$ cat config.mk
export PLATFORM = sky130hd
export DESIGN_NAME = rxd_frame_decoder
export DESIGN_NICKNAME = d
export VERILOG_FILES = /design/src/rtl/rxd_pkg.sv /design/src/rtl/rxd_sym_lut.sv /design/src/rtl/rxd_shifter.sv /design/src/rtl/rxd_slot_ctr.sv /design/src/rtl/rxd_frame_decoder.sv
export SDC_FILE = /design/constraint.sdc
export NUM_CORES = 1
export LEC_CHECK = 0
export CORE_MARGIN = 2
export CORE_UTILIZATION = 25
export CTS_CLUSTER_SIZE = 8
export DETAILED_ROUTE_END_ITERATION = 8
export DONT_BUFFER_PORTS = 1
export PLACE_DENSITY_LB_ADDON = 0.08
export RECOVER_POWER = 25
export SLEW_MARGIN = 20
export SYNTH_ARGS = -nofsm -noshare
export SYNTH_HDL_FRONTEND = slang
export SYNTH_SLANG_ARGS = --single-unit
$ cat constraint.sdc
create_clock -name clk -period 1.13 [get_ports clk]
set_clock_uncertainty 0.15 [all_clocks]
set_input_delay 0.226 -clock clk [delete_from_list [all_inputs] [get_ports clk]]
set_output_delay 0.226 -clock clk [all_outputs]
set_load 0.03 [all_outputs]
$ cat src/rtl/rxd_pkg.sv
package rxd_pkg;
  localparam int SYM_W = 5;
  localparam int NIB_W = 4;

  localparam logic [SYM_W-1:0] C_IDLE  = 5'h1F;
  localparam logic [SYM_W-1:0] C_SOF1  = 5'h18;
  localparam logic [SYM_W-1:0] C_SOF2  = 5'h11;
  localparam logic [SYM_W-1:0] C_EOF1  = 5'h0D;
  localparam logic [SYM_W-1:0] C_EOF2  = 5'h07;
  localparam logic [SYM_W-1:0] C_FAULT = 5'h04;
  localparam logic [NIB_W-1:0] PRE_NIB = 4'h5;

  typedef enum logic [2:0] {
    K_DATA, K_IDLE, K_SOF1, K_SOF2, K_EOF1, K_EOF2, K_FAULT, K_BAD
  } sym_kind_e;

  typedef enum logic [1:0] {ST_HUNT, ST_BODY, ST_TAIL} fr_st_e;
endpackage

$ cat src/rtl/rxd_sym_lut.sv
module rxd_sym_lut
  import rxd_pkg::*;
(
  input  logic [SYM_W-1:0] code,
  output sym_kind_e        kind,
  output logic [NIB_W-1:0] dnib
);
  always_comb begin
    kind = K_DATA;
    dnib = '0;
    case (code)
      5'h1E: dnib = 4'h0;
      5'h09: dnib = 4'h1;
      5'h14: dnib = 4'h2;
      5'h15: dnib = 4'h3;
      5'h0A: dnib = 4'h4;
      5'h0B: dnib = 4'h5;
      5'h0E: dnib = 4'h6;
      5'h0F: dnib = 4'h7;
      5'h12: dnib = 4'h8;
      5'h13: dnib = 4'h9;
      5'h16: dnib = 4'hA;
      5'h17: dnib = 4'hB;
      5'h1A: dnib = 4'hC;
      5'h1B: dnib = 4'hD;
      5'h1C: dnib = 4'hE;
      5'h1D: dnib = 4'hF;
      C_IDLE:  kind = K_IDLE;
      C_SOF1:  kind = K_SOF1;
      C_SOF2:  kind = K_SOF2;
      C_EOF1:  kind = K_EOF1;
      C_EOF2:  kind = K_EOF2;
      C_FAULT: kind = K_FAULT;
      default: kind = K_BAD;
    endcase
  end
endmodule

$ cat src/rtl/rxd_shifter.sv
module rxd_shifter
  import rxd_pkg::*;
#(
  parameter int WIN_W = 2 * SYM_W
) (
  input  logic             clk,
  input  logic             rst_n,
  input  logic             bit_i,
  output logic [WIN_W-1:0] win_o
);
  logic [WIN_W-1:0] sh_q;

  assign win_o = {sh_q[WIN_W-2:0], bit_i};

  always_ff @(posedge clk or negedge rst_n) begin
    if (!rst_n) sh_q <= '0;
    else        sh_q <= win_o;
  end
endmodule

$ cat src/rtl/rxd_slot_ctr.sv
module rxd_slot_ctr
  import rxd_pkg::*;
#(
  parameter int SLOT = SYM_W
) (
  input  logic clk,
  input  logic rst_n,
  input  logic clr,
  output logic last
);
  localparam int CNT_W = (SLOT > 1) ? $clog2(SLOT) : 1;
  localparam logic [CNT_W-1:0] LAST_V = CNT_W'(SLOT - 1);

  logic [CNT_W-1:0] cnt_q, cnt_n;

  assign last = (cnt_q == LAST_V);

  always_comb begin
    if (clr || last) cnt_n = '0;
    else             cnt_n = cnt_q + 1'b1;
  end

  always_ff @(posedge clk or negedge rst_n) begin
    if (!rst_n) cnt_q <= '0;
    else        cnt_q <= cnt_n;
  end
endmodule

$ cat src/rtl/rxd_frame_decoder.sv
module rxd_frame_decoder
  import rxd_pkg::*;
(
  input  logic             clk,
  input  logic             rst_n,
  input  logic             rx_bit,
  output logic [NIB_W-1:0] nib,
  output logic             nib_vld,
  output logic             sym_err,
  output logic             in_frame
);
  localparam int WIN_W = 2 * SYM_W;
  localparam logic [WIN_W-1:0] SOF_PAT = {C_SOF1, C_SOF2};

  // reset: asserted asynchronously, released after two clock edges
  logic [1:0] rs_q;
  logic       rst_i;
  always_ff @(posedge clk or negedge rst_n) begin
    if (!rst_n) rs_q <= '0;
    else        rs_q <= {rs_q[0], 1'b1};
  end
  assign rst_i = rs_q[1];

  logic [WIN_W-1:0] win;
  logic             slot_last, slot_clr;
  sym_kind_e        kind;
  logic [NIB_W-1:0] lut_nib;

  rxd_shifter #(.WIN_W(WIN_W)) u_shift (
    .clk(clk), .rst_n(rst_i), .bit_i(rx_bit), .win_o(win)
  );

  rxd_slot_ctr #(.SLOT(SYM_W)) u_slot (
    .clk(clk), .rst_n(rst_i), .clr(slot_clr), .last(slot_last)
  );

  rxd_sym_lut u_lut (
    .code(win[SYM_W-1:0]), .kind(kind), .dnib(lut_nib)
  );

  fr_st_e           st_q, st_n;
  logic             pre_q, pre_n;
  logic [NIB_W-1:0] nib_q, nib_n;
  logic             nib_en;
  logic             vld_q, vld_n;
  logic             err_q, err_n;

  always_comb begin
    st_n     = st_q;
    pre_n    = 1'b0;
    nib_en   = 1'b0;
    nib_n    = nib_q;
    vld_n    = 1'b0;
    err_n    = 1'b0;
    slot_clr = 1'b0;
    case (st_q)
      ST_HUNT: begin
        if (win == SOF_PAT) begin
          st_n     = ST_BODY;
          slot_clr = 1'b1;
          pre_n    = 1'b1;
          nib_en   = 1'b1;
          nib_n    = PRE_NIB;
          vld_n    = 1'b1;
        end
      end
      ST_BODY: begin
        if (pre_q) begin
          nib_en = 1'b1;
          nib_n  = PRE_NIB;
          vld_n  = 1'b1;
        end
        if (slot_last) begin
          case (kind)
            K_DATA: begin
              nib_en = 1'b1;
              nib_n  = lut_nib;
              vld_n  = 1'b1;
            end
            K_EOF1: st_n = ST_TAIL;
            K_IDLE: begin
              err_n = 1'b1;
              st_n  = ST_HUNT;
            end
            default: err_n = 1'b1;
          endcase
        end
      end
      ST_TAIL: begin
        if (slot_last) begin
          st_n  = ST_HUNT;
          err_n = (kind != K_EOF2);
        end
      end
      default: st_n = ST_HUNT;
    endcase
  end

  always_ff @(posedge clk or negedge rst_i) begin
    if (!rst_i) begin
      st_q  <= ST_HUNT;
      pre_q <= 1'b0;
      vld_q <= 1'b0;
      err_q <= 1'b0;
    end else begin
      st_q  <= st_n;
      pre_q <= pre_n;
      vld_q <= vld_n;
      err_q <= err_n;
    end
  end

  always_ff @(posedge clk or negedge rst_i) begin
    if (!rst_i)      nib_q <= '0;
    else if (nib_en) nib_q <= nib_n;
  end

  assign nib      = nib_q;
  assign nib_vld  = vld_q;
  assign sym_err  = err_q;
  assign in_frame = (st_q != ST_HUNT);
endmodule

==> metrics.md, run 1 <==
| Metric | Value |
|---|---|
| Cell variety after synth | 33 |
| Worst min-delay path class | primary input to asynchronous set/reset pin |
| Antenna Nets Post-Route | 0 |
| Sw Ratio | 35.85% |
| Ys Warns | 0 |
| Die H | 71.12 um |
| Row count | 24 |
| Leak | 0.7623 nW |
| Initial antenna violation count | 0 |
| Reg2Reg Depth | 3 |
| Global-route wire length before repair | 4512 um |
| Via count | 869 |
| RR Startpoint | u_shift.sh_q[6] |
| Fin Hold WS | ~0.023 ns |
| Clock Latency Late Sink | 0.27 ns |
| Routed length per placed instance | 13.81 um |
| Final GP Congestion | 0.7615 |
| Die Area | approximately 5100 um^2 |
| Mean Syn Cell Area | 11.15 um^2 |
| CTS sink count | 23 |
| Cell Pwr Density | between 2000 and 2500 nW/um^2 |
| Synth-to-layout area growth | 46.89% |
| GR Util All Layers | approximately an eighth |
| GRT Max-Usage Layer | met2 |
| Initial DRC Count | 24 |
| Maxcap violations | 0 |
| Register share of total power | 30.8% |
| CP endpoint kind | register |
| WP data required | 1.14 ns |
| Worst vdd ir | around 460 uV |
| Final Critical Period | 1.971 ns |
| Kind of critical path | register to register |
| Detailed-route vias per instance | ~4.5 |
| Port Buffers | 0 |
| Comb pwr share | a little over half |
| Failing checks | setup timing |
| Met1 usage | 16.22% |
| Worst setup startpoint | u_shift.sh_q[6] |
| H-tree Lvls | 1 |
| Router iterations before antenna repair | 4 |
| WP data arrival | 1.98 ns |
| Area of the multi-input gates | 578.1 um^2 |
| Slew headroom | 62.68% |
| Final Cycle Share | 174.4% |
| Met2 Track Usage GR | 18.17% |
| Status | finished, violations left |
| Seq/Total Area, Yosys | 51.11% |
| Starting Density | 25.86% |
| Clock Power Share | 14.6% |
| CTS max path bufs | 2 |
| Vias in the first global route | between 900 and 1000 |
| # setup viols final | 17 |
| Die width | 71.12 um |
| Yosys reg bits | 23 |
| Core ar. | 4354 um^2 |
| CTS Buf Count | 3 |
| Largest net degree at the start of global routing | 22 |
| Internal power | 2.288 mW |
| Synth Cell Area | approximately 1100 um^2 |
| Drt total wl | about 2700 um |
| Nets | approximately 150 |
| Slew Viols, Final | 0 |
| Flop2flop setup slack | -0.84 ns |
| Net Count, Synth | 110 |
| RSZ-0062 raised after global routing | true |
| Share of layout cells above drive strength 1 | 45.45% |
| Max FO, Critical Path | 4 |
| Total grt overflow | 0 |
| Num ports | 10 |
| Max Clk Rate | 0.5074 GHz |
| Storage cell area | 578.1 um^2 |
| TritonCTS clock tree | done |
| Worst-Margin Slew | 0.5597 ns |
| Final Hold Viols | 0 |
| Post-placement setup slack | -0.8125 ns |
| Remaining DRCs | 0 |
| FILL cells | 443 |
| M3 GR Usage | 2.279% |
| Root buf cell | clkbuf_8 |
| CP Launch Type | register |
| Dpl hpwl | 1952 um |
| Switching power | about 1.3 mW |
| Setup WS post-layout | -0.8409 ns |
| Clk slew on worst S/H paths | 0.09 ns |
| Post-Synthesis Cells | 101 |
| Antenna cells | 0 |
[state kept, by name, indices dropped and copies added (netlist names)]
signal        count
u_slot.cnt_q      3
pre_q             1
st_q              2
u_shift.sh_q      9
sym_err           1
rs_q              2
nib               4
nib_vld           1
[power groups by stage]
stage | combinational [mW] | clock, mW | sequential (mW)
detailed placement | 1.56 | 0 | 1.11
global placement | 1.57 | 0 | 1.11
global route | 2.12 | 0.592 | 1.12
CTS | 1.79 | 0.544 | 1.10
finish | 1.95 | 0.521 | 1.10
floorplan | 0.766 | 0 | 1.20
[metrics by stage]
stage	cells	util (%)	instance area (um^2)	total power [mW]	setup TNS [ns]
2_1_floorplan	101	-	1147	1.963	-7.375
3_3_place_gp	181	32.59	1419	2.679	-8.582
3_5_place_dp	181	32.59	1419	2.671	-8.726
4_1_cts	192	36.09	1572	3.430	-9.396
5_1_grt	195	37.99	1654	3.824	-10.39
6_report	195	37.99	1654	3.566	-9.462
[metal layers]
metal | up-vias | part of all wire [%]
met5 | - | 0
met4 | 0 | 1.8
met3 | 5 | 2.4
met2 | 9 | 45
met1 | 417 | 51
li1 | 438 | -
[path summary, 6_finish.rpt]
check | to
worst min register to register | u_shift.sh_q[3]
worst max-delay path | u_slot.cnt_q[1]
worst max register to register | u_slot.cnt_q[1]
max in group asynchronous | nib_vld
min in group clk | sym_err
worst min-delay path | rs_q[1]
[synthesized netlist by cell type, drive strengths merged]
cell	n	share of area [%]
dfrtp	23	51
inv	9	3.0
nand2	9	3.0
nor2	8	2.7
ha	6	6.7
o21ai	5	2.2
xnor2	5	3.9
a31oi	4	2.2
buf	3	2.1
nand2b	3	1.7
a32o	2	1.8
and3	2	1.1
and4	2	1.8
o2111ai	2	1.6
o211ai	2	1.3
or4	2	2.0
a211oi	1	0.67
a21oi	1	0.44
a221oi	1	0.78
a22oi	1	0.67
and2	1	0.67
conb	1	0.33
mux2	1	1.3
mux2i	1	0.89
nand3	1	0.44
nand4	1	0.56
nand4bb	1	1.0
o31ai	1	1.9
o41ai	1	1.4
xor2	1	0.78
[final cells by class]
class,count,area share [%]
flip-flops and latches,23,34.95
repair buffers,41,21.26
inverters,9,2.194
multi-input cells,66,34.95
clock buffers,4,2.723
well taps,52,3.933
[critical path, cell delays in order (launching register included)]
cell and delay [ns]:
dfrtp_1 0.39, or4_4 0.58, or4_4 0.55, and3_1 0.19
[what timing repair did]
item                                    4_1_cts  5_1_grt
setup buffers                                 6        3
pin swaps                                     3        6
hold buffers                                  2        0
endpoints found under the hold margin         3        0
resized for setup                            12       16
endpoints found under the setup margin       19       19
[logic make-up (layout without fill, tap and decap cells)]
logic type               Yosys count  in the layout  synth area share (%)
AND/OR/NAND/NOR                   30             30                 14.89
flip-flops                        23             23                 51.11
buffers and inverters             12             54                 5.111
multiplexers                       2              2                 2.222
adder cells (fa/ha/maj)            6              6                 6.666
XOR/XNOR                           6              6                 4.667
AO/OA/AOI/OAI                     21             21                 15.00
other                              1              1                0.3330
[layout by cell type, fill, tap and decap left out, types with 4 or more instances in the layout]
| cell type | count |
|---|---|
| buf_4 | 27 |
| buf_6 | 11 |
| dfrtp_1 | 21 |
| ha_1 | 4 |
| inv_1 | 5 |
| nand2_1 | 8 |
| nor2_1 | 6 |
| o21ai_0 | 4 |
| xnor2_1 | 5 |
Note: power is estimated with default switching activity, not from simulation.
==> inputs of run 2 (changes only) <==
MAX_ROUTING_LAYER = met4   (was unset)
==> metrics.md, run 2 (synthesis results as in run 1) <==
| Metric | Value |
|---|---|
| CP endpoint kind | register (unchanged) |
| Starting Density | 25.86% (unchanged) |
| Router iterations before antenna repair | 4 (unchanged) |
| Max incr delay on CP | 0.58 ns (about the same) |
| WP data required | 1.14 ns (about the same) |
| Total grt overflow | 0 (unchanged) |
| Detailed-route vias per instance | 4.467 (was 4.456) |
| Worst min-delay path class | primary input to asynchronous set/reset pin (unchanged) |
| Cell Pwr Density | 2154 nW/um^2 (was 2156 nW/um^2) |
| Remaining DRCs | 0 (unchanged) |
| Most common cell after layout, fill and taps aside | buf_4 (unchanged) |
| Leading cell types in the layout, fill and taps excluded | buf_4 (27), dfrtp_1 (21), buf_6 (11) (unchanged) |
| Area of the multi-input gates | 578.1 um^2 (unchanged) |
| Die width | 71.12 um (unchanged) |
| Worst-Margin Slew | 0.5515 ns (was 0.5597 ns) |
| Die H | 71.12 um (unchanged) |
| Wl on met1 | 1346 um (was 1361 um) |
| Most used cell, CP | or4_4 (unchanged) |
| Final Cycle Share | 173.8% (was 174.4%) |
| Num ports | 10 (unchanged) |
| Port Buffers | 0 (unchanged) |
| Leak | 0.7623 nW (unchanged) |
| Failing checks | setup timing (unchanged) |
| Setup WS post-layout | -0.8338 ns (was -0.8409 ns) |
| Drt total wl | 2683 um (was 2692 um) |
| Clock Power Share | 14.5% (was 14.6%) |
| Antenna cells | 0 (unchanged) |
| Max reg flops | 9 (unchanged) |
| Final Hold Viols | 0 (unchanged) |
| Largest net degree at the start of global routing | 22 (unchanged) |
| Comb pwr share | 54.7% (was 54.6%) |
| Internal power | 2.288 mW (about the same) |
| Vias in the first global route | 910 (was 901) |
| Post-placement setup slack | -0.8125 ns (unchanged) |
| WL met2 | 1218 um (was 1215 um) |
| Final GP Congestion | 0.7715 (was 0.7615) |
| TritonCTS clock tree | done (unchanged) |
| WP data arrival | 1.97 ns (was 1.98 ns) |
| Status | finished, violations left (unchanged) |
| Total negative setup slack | -9.382 ns (was -9.462 ns) |
| Max FO, Critical Path | 4 (unchanged) |
| Slew Viols, Final | 0 (unchanged) |
| Maxcap violations | 0 (unchanged) |
| Global-route wire length before repair | 4505 um (was 4512 um) |
| Initial DRC Count | 27 (was 24) |
| Storage cell area | 578.1 um^2 (unchanged) |
| Nets | 153 (unchanged) |
| Register share of total power | 30.8% (about the same) |
| Dpl hpwl | 1952 um (unchanged) |
| Kind of critical path | register to register (unchanged) |
| Sw Ratio | 35.78% (was 35.85%) |
| Worst vdd ir | 458.1 uV (was 458.5 uV) |
| Met3 wire length | 66 um (was 65 um) |
| Largest reg by FF count | u_shift.sh_q (unchanged) |
| CP max stage cell | or4_4 (unchanged) |
| Max Clk Rate | 0.5092 GHz (was 0.5074 GHz) |
| Via count | 871 (was 869) |
| CP Launch Type | register (unchanged) |
| Highest routed layer | met4 (unchanged) |
| FILL cells | 443 (unchanged) |
| Final Critical Period | 1.964 ns (was 1.971 ns) |
| GR Util All Layers | 12.15% (was 11.80%) |
| H-tree Lvls | 1 (unchanged) |
| Root buf cell | clkbuf_8 (unchanged) |
| Clk slew on worst S/H paths | 0.08 ns (was 0.09 ns) |
| RSZ-0062 raised after global routing | true (unchanged) |
| CTS sink count | 23 (unchanged) |
| Clock Latency Late Sink | 0.27 ns (about the same) |
| Initial antenna violation count | 0 (unchanged) |
| Share of layout cells above drive strength 1 | 45.45% (unchanged) |
| Core ar. | 4354 um^2 (unchanged) |
| Switching power | 1.274 mW (was 1.278 mW) |
| CP cell instances | or4_4 -> or4_4 -> and3_1 (unchanged) |
| Routed length per placed instance | 13.76 um (was 13.81 um) |
| Synth-to-layout area growth | 46.89% (unchanged) |
| Row count | 24 (unchanged) |
| CTS Buf Count | 3 (unchanged) |
| # setup viols final | 17 (unchanged) |
| CTS max path bufs | 2 (unchanged) |
| Die Area | 5057 um^2 (unchanged) |
| Antenna Nets Post-Route | 0 (unchanged) |
| Slew headroom | 63.23% (was 62.68%) |
-- run 2: critical path: cells and delay by family, from the launching register on --
| family | cells | cell delay [ns] |
|---|---|---|
| flip-flops | 1 | 0.39 |
| AND/OR/NAND/NOR | 3 | 1.32 |
-- run 2: per-layer routing --
metal / track usage (%) / up-vias
met2: 18.17 / 9
met1: 16.22 / 420
li1: - / 437
met3: 2.279 / 5
met5: - / -
met4: 5.031 / 0
-- run 2: through the flow --
stage	util, %	hold WS [ns]	std cells	cell area, um^2	power (mW)
after detailed placement	32.59	-0.2195	181	1419	2.671
after CTS	36.09	0.01821	192	1572	3.430
after global routing	37.99	0.009994	195	1654	3.824
final	37.99	0.02482	195	1654	3.562
after floorplan	-	-0.2196	101	1147	1.963
after global placement	32.59	-0.2195	181	1419	2.679
-- run 2: worst paths after layout --
kind	start	end	slack, ns	cells after the start
min	rst_n	rs_q[1]	0.02	1
max reg2reg	u_shift.sh_q[6]	u_slot.cnt_q[1]	-0.83	3
min reg2reg	rs_q[1]	u_shift.sh_q[3]	0.16	1
min in group clk	rx_bit	sym_err	0.04	2
max	u_shift.sh_q[6]	u_slot.cnt_q[1]	-0.83	3
max in group asynchronous	rs_q[1]	nib_vld	0.28	1
-- run 2: what timing repair did --
action	4_1_cts	5_1_grt
hold buffers	2	0
endpoints found under the setup margin	19	19
resized for setup	12	16
pin swaps	3	6
hold endpoints to repair	3	0
buffers inserted	6	3
-- run 2: cell type report --
type / count / share of cell area [%]
sequential: 23 / 34.95
timing repair buffer: 41 / 21.26
clock buffer: 4 / 2.723
multi-input combinational: 66 / 34.95
tap: 52 / 3.933
inverter: 9 / 2.194
-- run 2: power groups by stage --
stage               Sequential (mW)  Clock, mW  Combinational, mW
finish                         1.10      0.517               1.95
global route                   1.12      0.592               2.12
CTS                            1.10      0.544               1.79
detailed placement             1.11          0               1.56
global placement               1.11          0               1.57
floorplan                      1.20          0              0.766
==> inputs of run 3 (changes only) <==
SKIP_LAST_GASP = 1   (was unset)
==> metrics.md, run 3 (synthesis results as in run 1) <==
| Metric | Value |
|---|---|
| H-tree Lvls | 1 (unchanged) |
| Setup WS post-layout | -0.8338 ns (about the same) |
| Largest net degree at the start of global routing | 22 (unchanged) |
| TritonCTS clock tree | done (unchanged) |
| WP data required | 1.14 ns (about the same) |
| Router iterations before antenna repair | 4 (unchanged) |
| Max Clk Rate | 0.5092 GHz (about the same) |
| Die Area | 5057 um^2 (unchanged) |
| Initial DRC Count | 27 (unchanged) |
| Most common cell after layout, fill and taps aside | buf_4 (unchanged) |
| Starting Density | 25.86% (unchanged) |
| CTS Buf Count | 3 (unchanged) |
| Vias in the first global route | 910 (unchanged) |
| CP bufs+invs | 0 (unchanged) |
| Remaining DRCs | 0 (unchanged) |
| Antenna cells | 0 (unchanged) |
| Reg2Reg Depth | 3 (unchanged) |
| Initial antenna violation count | 0 (unchanged) |
| Clk slew on worst S/H paths | 0.08 ns (about the same) |
| Top cell family by delay on the critical path | simple AND/OR/NAND/NOR gates (unchanged) |
| Antenna Nets Post-Route | 0 (unchanged) |
| CTS sink count | 23 (unchanged) |
| Leak | 0.7622 nW (was 0.7623 nW) |
| Worst vdd ir | 457.4 uV (was 458.1 uV) |
| R2R Path End | u_slot.cnt_q[1] (unchanged) |
| Share of layout cells above drive strength 1 | 44.76% (was 45.45%) |
| RR Startpoint | u_shift.sh_q[6] (unchanged) |
| Final Critical Period | 1.964 ns (about the same) |
| Core ar. | 4354 um^2 (unchanged) |
| Final Hold Viols | 0 (unchanged) |
| RSZ-0062 raised after global routing | true (unchanged) |
| Total grt overflow | 0 (unchanged) |
| Failing checks | setup timing (unchanged) |
| Most used cell, CP | or4_4 (unchanged) |
| Largest reg by FF count | u_shift.sh_q (unchanged) |
| Final Cycle Share | 173.8% (about the same) |
| GR Util All Layers | 12.15% (unchanged) |
| CP max stage cell | or4_4 (unchanged) |
| CP Launch Type | register (unchanged) |
| Root buf cell | clkbuf_8 (unchanged) |
| CTS max path bufs | 2 (unchanged) |
| Die width | 71.12 um (unchanged) |
| FILL cells | 443 (unchanged) |
| WP data arrival | 1.97 ns (about the same) |
| Worst min-delay path class | primary input to asynchronous set/reset pin (unchanged) |
| Final GP Congestion | 0.7715 (unchanged) |
| Final non-filler cell total | 195 (unchanged) |
| Synth-to-layout area growth | 46.67% (was 46.89%) |
| Detailed-route vias per instance | 4.456 (was 4.467) |
| Leading cell types in the layout, fill and taps excluded | buf_4 (27), dfrtp_1 (21), buf_6 (11) (unchanged) |
| Routed length per placed instance | 13.73 um (was 13.76 um) |
| Num ports | 10 (unchanged) |
| CP cell instances | or4_4 -> or4_4 -> and3_1 (unchanged) |
| Slew Viols, Final | 0 (unchanged) |
| Dpl hpwl | 1952 um (unchanged) |
| Global-route wire length before repair | 4505 um (unchanged) |
| Status | finished, violations left (unchanged) |
| Maxcap violations | 0 (unchanged) |
| Row count | 24 (unchanged) |
| Flop2flop setup slack | -0.83 ns (about the same) |
| Die H | 71.12 um (unchanged) |
| Total negative setup slack | -9.374 ns (was -9.382 ns) |
| Slew headroom | 63.37% (was 63.23%) |
| Max incr delay on CP | 0.58 ns (about the same) |
| Post-layout util | 37.93% (was 37.99%) |
| Max reg flops | 9 (unchanged) |
| Worst-Margin Slew | 0.5495 ns (was 0.5515 ns) |
| CP endpoint kind | register (unchanged) |
| Nets | 153 (unchanged) |
| Kind of critical path | register to register (unchanged) |
| Port Buffers | 0 (unchanged) |
| Max FO, Critical Path | 4 (unchanged) |
| Drt total wl | 2678 um (was 2683 um) |
| Clock Latency Late Sink | 0.27 ns (about the same) |
| Dpl cells | 181 (unchanged) |
| Cell Pwr Density | 2147 nW/um^2 (was 2154 nW/um^2) |
| Via count | 869 (was 871) |
| # setup viols final | 17 (unchanged) |
-- run 3: worst max path at each step --
stage / endpoint / depth (start not counted) / start / slack, ns
finish: u_slot.cnt_q[1] / 3 / u_shift.sh_q[6] / -0.83
global route: u_slot.cnt_q[1] / 3 / u_shift.sh_q[6] / -0.87
CTS: st_q[0] / 4 / u_shift.sh_q[6] / -0.82
detailed placement: st_q[0] / 4 / u_shift.sh_q[6] / -0.81
global placement: nib[3] / 4 / u_shift.sh_q[6] / -0.78
floorplan: st_q[0] / 5 / u_shift.sh_q[1] / -0.75
-- run 3: metrics by stage --
step	area (um^2)	setup WS [ns]	total power, mW	hold WS (ns)
after global routing	1652	-0.8694	3.815	0.009994
after CTS	1572	-0.8188	3.430	0.01821
after global placement	1419	-0.7752	2.679	-0.2195
after detailed placement	1419	-0.8125	2.671	-0.2195
final	1652	-0.8338	3.546	0.02482
after floorplan	1147	-0.7536	1.963	-0.2196
-- run 3: where the power goes --
part	total, mW	internal [mW]	leakage, nW	switching, mW
clock	0.517	0.252	0.0228	0.265
combinational	1.93	1.05	0.462	0.883
sequential	1.10	0.982	0.277	0.115
total	3.55	2.28	0.762	1.26
-- run 3: layout make-up --
type                       count  area, um^2  share of cell area, %
inverter                       9       36.28                  2.197
sequential                    23       578.1                  35.00
tap                           52       65.06                  3.939
clock buffer                   4       45.04                  2.727
multi-input combinational     66       575.6                  34.85
timing repair buffer          41       351.6                  21.29
-- run 3: timing repair --
| action | 4_1_cts | 5_1_grt |
|---|---|---|
| hold buffers | 2 | 0 |
| hold endpoints to repair | 3 | 0 |
| setup buffers | 6 | 3 |
| pin swaps | 3 | 6 |
| gates cloned | 0 | 0 |
| setup endpoints to repair | 19 | 19 |
| gates resized for setup | 12 | 15 |
-- run 3: layer usage --
layer  GRT usage [%]  part of all wire (%)  routed length, um
met1           16.22                    50               1347
met2           18.17                    45               1212
met3           2.279                   2.5                 66
met4           5.031                   1.9                 51
met5               -                     0                  0
